===== src/rtl/spi_regbank_pkg.sv =====
package spi_regbank_pkg;

    localparam int REG_W  = 16;
    localparam int NREG   = 7;

    // register index = byte offset / 4
    localparam int IDX_CTRL = 0;
    localparam int IDX_SEL  = 1;
    localparam int IDX_STAT = 2;
    localparam int IDX_TX   = 3;
    localparam int IDX_RX   = 4;
    localparam int IDX_DIV  = 5;
    localparam int IDX_SHAD = 6;

    localparam int EN_BIT   = 14;
    localparam int DONE_BIT = 0;
    localparam int TXF_BIT  = 3;
    localparam int RXF_BIT  = 5;

    localparam logic [1:0] MODE_RX_READ  = 2'b00;
    localparam logic [1:0] MODE_TX_WRITE = 2'b01;
    localparam logic [1:0] SIZE_HALF     = 2'b01;

    localparam logic [REG_W-1:0] W1C_MASK =
        REG_W'((1 << DONE_BIT) | (1 << TXF_BIT) | (1 << RXF_BIT));

    typedef struct packed {
        logic [NREG-1:0][REG_W-1:0] regs;
        logic [REG_W-1:0]           rdata;
        logic                       err;
    } bank_t;

    function automatic bank_t bank_reset();
        bank_t b;
        b = '0;
        b.regs[IDX_CTRL] = 16'h0400;
        b.regs[IDX_SEL]  = 16'hFF00;
        b.regs[IDX_STAT] = 16'h0001;
        return b;
    endfunction

endpackage


===== src/rtl/spi_regbank_decode.sv =====
module spi_regbank_decode #(
    parameter int ADDR_W = 5,
    parameter int NREG   = 7,
    localparam int IDX_W = ADDR_W - 2
) (
    input  logic [ADDR_W-1:0] addr,
    input  logic [1:0]        size,
    input  logic              wr,
    input  logic              rd,
    output logic              hit,
    output logic              bad,
    output logic [IDX_W-1:0]  idx
);
    import spi_regbank_pkg::*;

    logic access;
    logic legal;

    always_comb begin
        idx    = addr[ADDR_W-1:2];
        access = wr | rd;
        legal  = (size == SIZE_HALF)
               && (addr[1:0] == 2'b00)
               && (int'(idx) < NREG)
               && !(wr && rd);
        hit    = access && legal;
        bad    = access && !legal;
    end

endmodule


===== src/rtl/spi_regbank_status.sv =====
module spi_regbank_status (
    input  logic [15:0] stat_q,
    input  logic [15:0] ctrl_q,
    input  logic        w1c,
    input  logic        tx_wr,
    input  logic        rx_rd,
    input  logic [15:0] wdata,
    output logic [15:0] stat_d
);
    import spi_regbank_pkg::*;

    logic       en;
    logic [1:0] mode;

    always_comb begin
        en     = ctrl_q[EN_BIT];
        mode   = ctrl_q[1:0];
        stat_d = stat_q;
        if (w1c) begin
            stat_d = stat_q & ~(wdata & W1C_MASK);
        end else if (tx_wr && en && mode == MODE_TX_WRITE) begin
            stat_d[RXF_BIT] = 1'b1;
            stat_d[TXF_BIT] = 1'b0;
        end else if (rx_rd && en && mode == MODE_RX_READ) begin
            stat_d[RXF_BIT] = 1'b0;
            stat_d[TXF_BIT] = 1'b0;
        end
    end

endmodule


===== src/rtl/spi_regbank.sv =====
module spi_regbank #(
    parameter int ADDR_W = 5
) (
    input  logic              clk,
    input  logic              rst_n,
    input  logic [ADDR_W-1:0] bus_addr,
    input  logic [1:0]        bus_size,
    input  logic              bus_wr,
    input  logic              bus_rd,
    input  logic [15:0]       bus_wdata,
    output logic [15:0]       bus_rdata,
    output logic              bus_err
);
    import spi_regbank_pkg::*;

    localparam int IDX_W = ADDR_W - 2;

    bank_t s_d, s_q;

    logic             hit, bad;
    logic [IDX_W-1:0] idx;
    logic             w1c, tx_wr, rx_rd;
    logic [15:0]      stat_nx;

    spi_regbank_decode #(.ADDR_W(ADDR_W), .NREG(NREG)) u_dec (
        .addr (bus_addr),
        .size (bus_size),
        .wr   (bus_wr),
        .rd   (bus_rd),
        .hit  (hit),
        .bad  (bad),
        .idx  (idx)
    );

    always_comb begin
        w1c   = hit && bus_wr && (int'(idx) == IDX_STAT);
        tx_wr = hit && bus_wr && (int'(idx) == IDX_TX);
        rx_rd = hit && bus_rd && (int'(idx) == IDX_RX);
    end

    spi_regbank_status u_stat (
        .stat_q (s_q.regs[IDX_STAT]),
        .ctrl_q (s_q.regs[IDX_CTRL]),
        .w1c    (w1c),
        .tx_wr  (tx_wr),
        .rx_rd  (rx_rd),
        .wdata  (bus_wdata),
        .stat_d (stat_nx)
    );

    always_comb begin
        s_d       = s_q;
        s_d.rdata = '0;
        s_d.err   = bad;
        for (int i = 0; i < NREG; i++) begin
            if (i != IDX_STAT && hit && bus_wr && int'(idx) == i) begin
                s_d.regs[i] = bus_wdata;
            end
            if (hit && bus_rd && int'(idx) == i) begin
                s_d.rdata = s_q.regs[i];
            end
        end
        s_d.regs[IDX_STAT] = stat_nx;
    end

    always_ff @(posedge clk or negedge rst_n) begin
        if (!rst_n) begin
            s_q <= bank_reset();
        end else begin
            s_q <= s_d;
        end
    end

    assign bus_rdata = s_q.rdata;
    assign bus_err   = s_q.err;

endmodule


===== config.mk =====
export PLATFORM = sky130hd
export DESIGN_NAME = spi_regbank
export DESIGN_NICKNAME = d
export VERILOG_FILES = /design/src/rtl/spi_regbank_pkg.sv /design/src/rtl/spi_regbank_decode.sv /design/src/rtl/spi_regbank_status.sv /design/src/rtl/spi_regbank.sv
export SDC_FILE = /design/constraint.sdc
export NUM_CORES = 1
export LEC_CHECK = 0
export ABC_AREA = 0
export BUFFER_PORTS_ARGS = -buffer_cell sky130_fd_sc_hd__buf_4
export CAP_MARGIN = 20
export CORE_ASPECT_RATIO = 0.6
export CORE_UTILIZATION = 60
export CTS_CLUSTER_SIZE = 20
export DETAILED_ROUTE_END_ITERATION = 8
export GPL_TIMING_DRIVEN = 0
export HOLD_SLACK_MARGIN = 0.15
export PLACE_DENSITY_LB_ADDON = 0.08
export SETUP_SLACK_MARGIN = 0.1
export SLEW_MARGIN = 40
export SYNTH_ARGS = -nofsm -noshare
export SYNTH_HDL_FRONTEND = slang
export SYNTH_HIERARCHICAL = 1
export SYNTH_SLANG_ARGS = --single-unit

===== constraint.sdc =====
create_clock -name clk -period 1.44 [get_ports clk]
set_input_delay 0.432 -clock clk [delete_from_list [all_inputs] [get_ports clk]]
set_output_delay 0.432 -clock clk [all_outputs]
set_load 0.03 [all_outputs]

==> run metrics, run 1 <==
Non-Filler Instances 674; Die W between 100 and 150 um; r2r worst-path depth 3; startpoint types primary input; CTS tree done; design area 0.008600 mm2; WL per Instance around 33 um; WHS Endpoint s_q[49]$_DFF_PN1_; R2R setup slack -0.10 ns; Critical Path AT approximately 2.4 ns; placed cell count around 600; vias in the first global route 4827; CP max FO 4; GRT Util Overall 0.4268; fmax about 500 MHz; post-synthesis sequential area ratio 0.5535; status complete, but fails checks; failing checks negative setup slack; largest net degree at the start of global routing slightly below 80; Mapped Nets approximately 460; share of post-route cells with drive strength above 1 0.6507; CTS root buf clkbuf_16; Synth Register Bits around 130; switching fraction of total power 0.2551; GR Util met1 0.5502; R2R Path Start s_q[31]$_DFFE_PN0P_; Reg2Reg Capture Point s_q[54]$_DFF_PN0_; clock-pin slew on the worst setup and hold paths 0.07 ns; final net count roughly 560; clock power share 0.494; Via density around 7; P_int a little over 7000 uW; drt initial violations between 500 and 600; die area 0.01017 mm2; chip height between 70 and 80 um; setup slack after layout -0.6108 ns; hold_sp bus_wdata[0]; # IOs between 40 and 50; first-pass GRT wire length approximately 30 mm; HPWL after DPL just over 9 mm; met2 Use GR 0.6382; DP Worst Slack -1.220 ns; TritonRoute pass-1 iters 6; mean area per synthesized cell around 14 um2; Post-DP Area ~0.0068 mm2; critical path type in -> reg; gpl congestion 0.8142; commonest non-fill, non-tap cells in the layout dfrtp_1 (119), buf_4 (65), mux2_4 (65); yosys warns 6; Unique masters post-synth 42; WP data required 1.75 ns; H-tree levels 4; register share of total power 0.407; antenna cells 0; via count of the routed design approximately 4700; crit share post-route 1.424; GRT Residual Overflow 0; port bufs 43; Hold Path Depth 2; initial antenna violation count 0; Final Hold Viols 0; max-slew violations 0; Most Crowded Layer GR met2; synthesized area 0.005854 mm2; Initial Util 0.6279; core area around 0.0093 mm2; Least-Margin Pin Slew approximately 0.5 ns; final setup violation count 115; cts bufs inserted 17; met3 Track Usage GR 0.1493; commonest non-fill, non-tap cell in the layout dfrtp_1; worst min path class in -> reg; sw power between 2000 and 2500 uW; min Tclk post-route a little over 2 ns; PwrDens approximately 1100 mW/mm2; Relative slew margins 0.6722; antenna-violating nets left 0; row cnt 27; Post-Route Utilization 0.9223; Mapped Cells between 400 and 500; RSZ-0062 raised after global routing true; Clock Latency Late Sink 0.43 ns; final WL 22.53 mm; VDD IR max 1002 uV; clk buf depth 2; Leak 0.003905 uW; Area Growth Syn to Fin 46.89%; FILL cells about 300; max-cap viol count 0; Worst Clk Skew between 0.008 and 0.009 ns; clk sinks 129; Comb pwr share 0.099; DRC Markers 0; crit path capture type flip-flop
==> area by class of cell <==
| class | instances | area (um2) | share of cell area |
|---|---|---|---|
| clock buffers | 17 | 425.4 | 0.04947 |
| flip-flops and latches | 129 | 3241 | 0.3768 |
| multi-input cells | 244 | 2983 | 0.3469 |
| well taps | 130 | 162.7 | 0.01891 |
| plain buffers | 41 | 485.5 | 0.05645 |
| repair buffers | 98 | 1110 | 0.1291 |
| clock inverters | 15 | 192.7 | 0.02241 |
==> cells by family after synthesis <==
group | share of synthesized area
flip-flops | 0.5535
multiplexers | 0.2406
AND/OR/NAND/NOR | 0.08143
buffers and inverters | 0.06882
AO/OA/AOI/OAI | 0.05215
XOR/XNOR | 0.001496
adder cells (fa/ha/maj) | 0.001923
==> worst max-delay path by stage <==
stage	to	startpoint	slack (ns)	cells past startpoint
floorplan	s_q[22]$_DFFE_PN0P_	bus_addr[1]	-0.68	8
CTS	s_q[30]$_DFFE_PN0P_	bus_size[1]	-0.37	10
detailed placement	s_q[30]$_DFFE_PN0P_	bus_addr[1]	-1.22	9
global route	s_q[54]$_DFF_PN0_	bus_size[1]	-0.53	10
finish	s_q[54]$_DFF_PN0_	bus_rd	-0.61	9
global placement	s_q[25]$_DFFE_PN0P_	bus_addr[1]	-1.14	9
==> Yosys cell counts <==
cell	number	area (um2)
dfstp_2	10	262.8
nor3_4	2	32.53
nand3_1	3	15.01
mux2_2	83	934.7
buf_1	1	3.750
and2_1	1	6.260
a22oi_1	9	67.56
nor3b_2	1	12.51
nand2_2	1	6.260
clkbuf_1	5	18.77
buf_6	2	22.52
dfrtp_1	119	2978
and3_1	1	6.260
o32ai_1	9	78.83
a211oi_1	7	52.55
maj3_2	1	11.26
xnor2_1	1	8.760
nand2b_1	1	6.260
and2b_1	1	7.510
buf_2	10	50.05
nor4_1	9	56.30
nand2_1	6	22.52
nor2b_1	2	12.51
nor3b_1	18	135.1
mux4_2	7	157.7
or2_1	1	6.260
nor2_1	24	90.09
buf_8	2	30.03
and3b_1	1	8.760
nor4b_2	1	15.01
nor2_4	1	11.26
and4_1	1	8.760
a21oi_1	15	75.07
nor3_1	1	5.000
buf_4	37	277.8
a31oi_1	1	6.260
o2bb2ai_1	1	8.760
a21boi_0	1	7.510
mux2i_1	17	170.2
a311oi_1	1	8.760
mux2_1	13	146.4
nor2_2	2	12.51
==> layer usage <==
layer,routed length [um],part of all wire
met1,8623,0.38
met2,10020,0.44
met3,2500,0.11
met4,1381,0.061
met5,0,0
==> worst max-delay path, stage by stage <==
cell and delay [ns]:
buf_4 0.16, xnor2_1 0.30, nor2_4 0.09, and2b_2 0.23, nand2_4 0.13, nor2_4 0.07, nor3b_2 0.41, a31oi_1 0.22
a211oi_1 0.30
==> flip-flops by register name (all words and copies together), names as in the netlist <==
name       count
bus_rdata     16
s_q          112
bus_err        1
==> metrics by stage <==
step | hold slack (ns) | power [uW] | TNS (ns)
3_5_place_dp | 0.3651 | 4571 | -98.77
4_1_cts | 0.2463 | 9214 | -25.56
3_3_place_gp | 0.4472 | 4530 | -145.67
6_report | 0.2537 | 9519 | -37.43
5_1_grt | 0.2644 | 9656 | -42.67
2_1_floorplan | 0.1364 | 4277 | -48.38
==> what timing repair did <==
item,4_1_cts,5_1_grt
gates cloned,9,1
hold buffers,1,0
hold endpoints to repair,45,0
buffers inserted,31,12
pin swaps,24,12
resized for setup,122,30
setup endpoints to repair,132,143
==> power groups by stage <==
| stage | Sequential, uW | Clock [uW] | Combinational (uW) |
|---|---|---|---|
| floorplan | 3880 | 0 | 394 |
| global placement | 3890 | 0 | 636 |
| detailed placement | 3900 | 0 | 667 |
| CTS | 3850 | 4550 | 820 |
| global route | 3880 | 4800 | 974 |
| finish | 3880 | 4700 | 941 |
Power figures use the tool's default switching activity.
==> inputs of run 2 (changes only) <==
--- a/config.mk
+++ b/config.mk
@@ -5,7 +5,7 @@
 export SDC_FILE = /design/constraint.sdc
 export NUM_CORES = 1
 export LEC_CHECK = 0
-export ABC_AREA = 0
+export ABC_AREA = 1
 export BUFFER_PORTS_ARGS = -buffer_cell sky130_fd_sc_hd__buf_4
 export CAP_MARGIN = 20
 export CORE_ASPECT_RATIO = 0.6
==> run 2 against run 1 <==
- the flow now stops in global routing (5_1_grt)
- synthesized area down 4.4%
- synthesized cell count up 48%
==> run metrics, run 2 <==
CTS root buf clkbuf_16 (unchanged); cts bufs inserted 17 (unchanged); failing step global routing (5_1_grt); clk sinks 129 (unchanged); Async S/R FF share, synth 1.000 (unchanged); dominant synthesized flop cell dfrtp_1 (unchanged); largest net degree at the start of global routing 81; Yosys top cell by area dfrtp_1 (unchanged); Unique masters post-synth 20 (was 42); Synth Register Bits 129 (unchanged); Worst EP kind register input; Synth area leaders dfrtp_1 (53%), nand2_1 (9.7%), o21ai_0 (5.7%), nor2_1 (5.3%), dfstp_2 (4.7%) (was dfrtp_1 (51%), mux2_2 (16%), buf_4 (4.7%), dfstp_2 (4.5%), mux2i_1 (2.9%)); clk buf depth 2 (unchanged); gpl congestion 0.8735 (was 0.8142); Mapped Nets 662 (was 457); cell with the most instances after synthesis nand2_1 (was dfrtp_1); post-synthesis sequential area ratio 0.5792 (was 0.5535); worst endpoint from the post-global-route timing repair s_q[34]$_DFFE_PN0P_/D; error msg [ERROR DPL-0038] Utilization greater than 100%, impossible to legalize; Initial Util 0.6370 (was 0.6279); placed cell count 791 (was 604); mean area per synthesized cell 8.812 um2 (was 13.61 um2); EDFF count, synth 0 (unchanged); status did not finish (was complete, but fails checks); port bufs 43 (unchanged); Mapped Cells 635 (was 430); top-area cell type share of the netlist area 0.5322 (was 0.5087); Die W 126.7 um (was 129.5 um); synthesized area 0.005595 mm2 (was 0.005854 mm2); H-tree levels 4 (unchanged); most instantiated cells after synthesis nand2_1 (144), dfrtp_1 (119), nor2_1 (79) (was dfrtp_1 (119), mux2_2 (83), buf_4 (37)); # IOs 44 (unchanged); chip height 76.80 um (was 78.52 um); yosys warns 6 (unchanged); row cnt 26 (was 27); HPWL after DPL 10.05 mm (was 9.197 mm)
## run 2: cell types whose count changed after synthesis, moves of 13 or more
cell,change
a21oi_1,+17
inv_1,+42
mux2_1,-13
mux2_2,-83
mux2i_1,-17
nand2_1,+138
nand3_1,+35
nand4_1,+34
nor2_1,+55
nor3b_1,-18
o21ai_0,+64
## run 2: per-stage QoR
stage	setup WS (ns)	cell area, um2	utilization	TNS, ns	hold WS [ns]
after floorplan	-0.3310	5784	-	-13.48	0.1364
after global placement	-0.8323	6247	0.7113	-99.32	0.4588
after detailed placement	-0.9314	6282	0.7152	-57.48	0.3579
after CTS	-0.1887	7915	0.9011	-5.350	0.1705
## run 2: what timing repair did
action / 4_1_cts
pin swaps: 26
setup buffers: 19
gates resized for setup: 219
hold endpoints to repair: 39
hold buffers: 1
gates cloned: 12
endpoints found under the setup margin: 131
## run 2: cell families after synthesis
logic type,after synthesis,share of synthesized area
and+or+nand+nor,302,0.2332
DFF,129,0.5792
buffers and inverters,106,0.09906
AOI/OAI and AO/OA,98,0.08855
==> inputs of run 3 (changes only) <==
--- a/config.mk
+++ b/config.mk
@@ -8,14 +8,10 @@
 export ABC_AREA = 1
 export BUFFER_PORTS_ARGS = -buffer_cell sky130_fd_sc_hd__buf_4
 export CAP_MARGIN = 20
-export CORE_ASPECT_RATIO = 0.6
-export CORE_UTILIZATION = 60
-export CTS_CLUSTER_SIZE = 20
+export CORE_UTILIZATION = 40
 export DETAILED_ROUTE_END_ITERATION = 8
 export GPL_TIMING_DRIVEN = 0
-export HOLD_SLACK_MARGIN = 0.15
-export PLACE_DENSITY_LB_ADDON = 0.08
-export SETUP_SLACK_MARGIN = 0.1
+export PLACE_DENSITY_LB_ADDON = 0.15
 export SLEW_MARGIN = 40
 export SYNTH_ARGS = -nofsm -noshare
 export SYNTH_HDL_FRONTEND = slang
==> run 3 against run 2 <==
- the flow now finishes, with violations (negative setup slack)
- synthesized cell count stayed put
- synthesized area is the same
==> run metrics, run 3 <==
status complete, but fails checks (was did not finish); failing checks negative setup slack; top-area cell type share of the netlist area 0.5322 (unchanged); Total Neg Setup Slack -3.743 ns; CTS tree done; max-cap viol count 0; final WL between 15 and 20 mm; row cnt 42 (was 26); top cell family by delay on the critical path simple AND/OR/NAND/NOR gates; Critical path buffers and inverters 4; clk sinks 129 (unchanged); GRT Util Overall 0.2218; Mapped Nets 662 (unchanged); Least-Margin Pin Slew about 0.45 ns; crit share post-route 1.126; vias in the first global route around 4500; final net count 729; RSZ-0062 raised after global routing true; Largest register FFs between 100 and 150; Via density slightly above 5; Synth area leaders dfrtp_1 (53%), nand2_1 (9.7%), o21ai_0 (5.7%), nor2_1 (5.3%), dfstp_2 (4.7%) (unchanged); port bufs 43 (unchanged); die area ~0.014 mm2; Worst Clk Skew between 0.006 and 0.007 ns; Async S/R FF share, synth 1.000 (unchanged); Mapped Cells 635 (unchanged); CP max stage delay ~0.23 ns; placed cell count 856 (was 791); clk buf depth 2 (unchanged); post-synthesis sequential area ratio 0.5792 (unchanged); cell with the most instances after synthesis nand2_1 (unchanged); via count of the routed design 4552; Unique masters post-synth 20 (unchanged); # IOs 44 (unchanged); total power between 8000 and 9000 uW; startpoint types primary input; gpl congestion 0.7650 (was 0.8735); largest net degree at the start of global routing 75; FILL cells approximately 1200; cts bufs inserted 17 (unchanged); GRT Residual Overflow 0; chip height 120.3 um (was 76.80 um); commonest non-fill, non-tap cell in the layout dfrtp_1; CP dominant cell by count buf_6; TritonRoute pass-1 iters 4; mean area per synthesized cell 8.812 um2 (unchanged); Critical Path AT 1.97 ns; initial antenna violation count 0; PwrDens between 1000 and 1500 mW/mm2; antenna-violating nets left 0; fmax just over 600 MHz; VDD IR max roughly 900 uV; HPWL after DPL 9.864 mm (was 10.05 mm); Non-Filler Instances roughly 890; max-slew violations 0; share of post-route cells with drive strength above 1 0.3217; Yosys top cell by area dfrtp_1 (unchanged); CTS root buf clkbuf_16 (unchanged); Relative slew margins 0.7003; first-pass GRT wire length around 24 mm; clock-pin slew on the worst setup and hold paths about 0.06 ns; most instantiated cells after synthesis nand2_1 (144), dfrtp_1 (119), nor2_1 (79) (unchanged); DRC Markers 0; Post-Route Utilization 0.5542; H-tree levels 4 (unchanged); Initial Util 0.4159 (was 0.6370); setup slack after layout -0.1810 ns; Final Hold Viols 0; WP data required about 1.8 ns; antenna cells 0; Die W 120.3 um (was 126.7 um); most flop-heavy register s_q; Area Growth Syn to Fin 33.25%; CP max FO 6; critical path type in -> reg; dominant synthesized flop cell dfrtp_1 (unchanged); commonest non-fill, non-tap cells in the layout dfrtp_1 (119), nand2_1 (118), o21ai_1 (60); Synth Register Bits 129 (unchanged); crit-path cells buf_4, nor2_4, nand2_4, nor3_4, nand2_4, buf_6, buf_6, nor2_4, buf_6, nand2_2, nand3_2, nor2_2, nand4_1; WL per Instance about 17 um; synthesized area 0.005595 mm2 (unchanged); core area around 0.013 mm2; highest-delay cell along the critical path nor3_4; min Tclk post-route about 1.6 ns; final setup violation count 47; Clock Latency Late Sink roughly 0.43 ns; Leak ~0.0036 uW; worst min path class in -> reg; EDFF count, synth 0 (unchanged); crit path capture type flip-flop; yosys warns 6 (unchanged); drt initial violations about 320
run 3: cell counts after synthesis:
Identical to the previous run, type by type.
run 3: what timing repair did:
item / 4_1_cts / 5_1_grt
pin swaps: 18 / 16
hold buffers: 1 / 0
endpoints found under the setup margin: 61 / 107
gates resized for setup: 96 / 27
cloned: 2 / 0
endpoints found under the hold margin: 1 / 0
buffers inserted: 17 / 2
run 3: through the flow:
stage	hold slack [ns]	setup slack (ns)	area, um2
finish	0.1621	-0.1810	7456
global route	0.1696	-0.2305	7456
CTS	0.1460	-0.1501	7345
detailed placement	0.2092	-0.9422	6385
global placement	0.4586	-0.9141	6322
floorplan	0.1364	-0.3321	5779
run 3: kinds of logic after synthesis:
group                  Yosys count  share of synthesized area
buffers and inverters          106                    0.09906
AO/OA/AOI/OAI                   98                    0.08855
flip-flops                     129                     0.5792
AND/OR/NAND/NOR                302                     0.2332
run 3: path summary, 6_finish.rpt:
path,slack [ns],endpoint,cells past startpoint,from
setup / recovery,-0.18,bus_rdata[3]$_DFF_PN0_,13,bus_addr[0]
hold / removal,0.16,s_q[49]$_DFF_PN1_,2,bus_wdata[0]
setup reg to reg,0.38,bus_rdata[0]$_DFF_PN0_,4,s_q[17]$_DFFE_PN0P_
hold reg to reg,0.47,s_q[59]$_DFF_PN0_,1,s_q[59]$_DFF_PN0_
max in group asynchronous,0.20,s_q[45]$_DFFE_PN1P_,4,rst_n
min in group asynchronous,0.37,bus_err$_DFF_PN0_,2,rst_n
run 3: routing by layer:
layer  vias to the layer above  routed length [um]  global-route usage
met5                         -                   0                   0
met4                         0                 176             0.06559
met3                        18                 792             0.05236
met2                       125                7222              0.3524
met1                      2238                6906              0.3019
li1                       2171                   -                   -
run 3: report_power, final:
group          internal (uW)  total (uW)  leakage (uW)  switching (uW)
sequential              3810        3910       0.00174            97.8
combinational            196         509       0.00159             313
clock                   2740        4450      0.000292            1710
run 3: cell type report:
class | instances | area [um2] | area share
Buffer | 46 | 444.2 | 0.05957
Clock buffer | 17 | 425.4 | 0.05706
Clock inverter | 15 | 182.7 | 0.02450
Inverter | 43 | 166.4 | 0.02232
Multi-Input combinational cell | 400 | 2130 | 0.2856
Sequential cell | 129 | 3241 | 0.4346
Tap cell | 176 | 220.2 | 0.02954
Timing Repair Buffer | 65 | 646.9 | 0.08676
run 3: worst register-to-register path: cells and delay by family, from the launching register on:
family        cells  cell delay (ns)
simple gates      4             0.49
flops             1             0.44
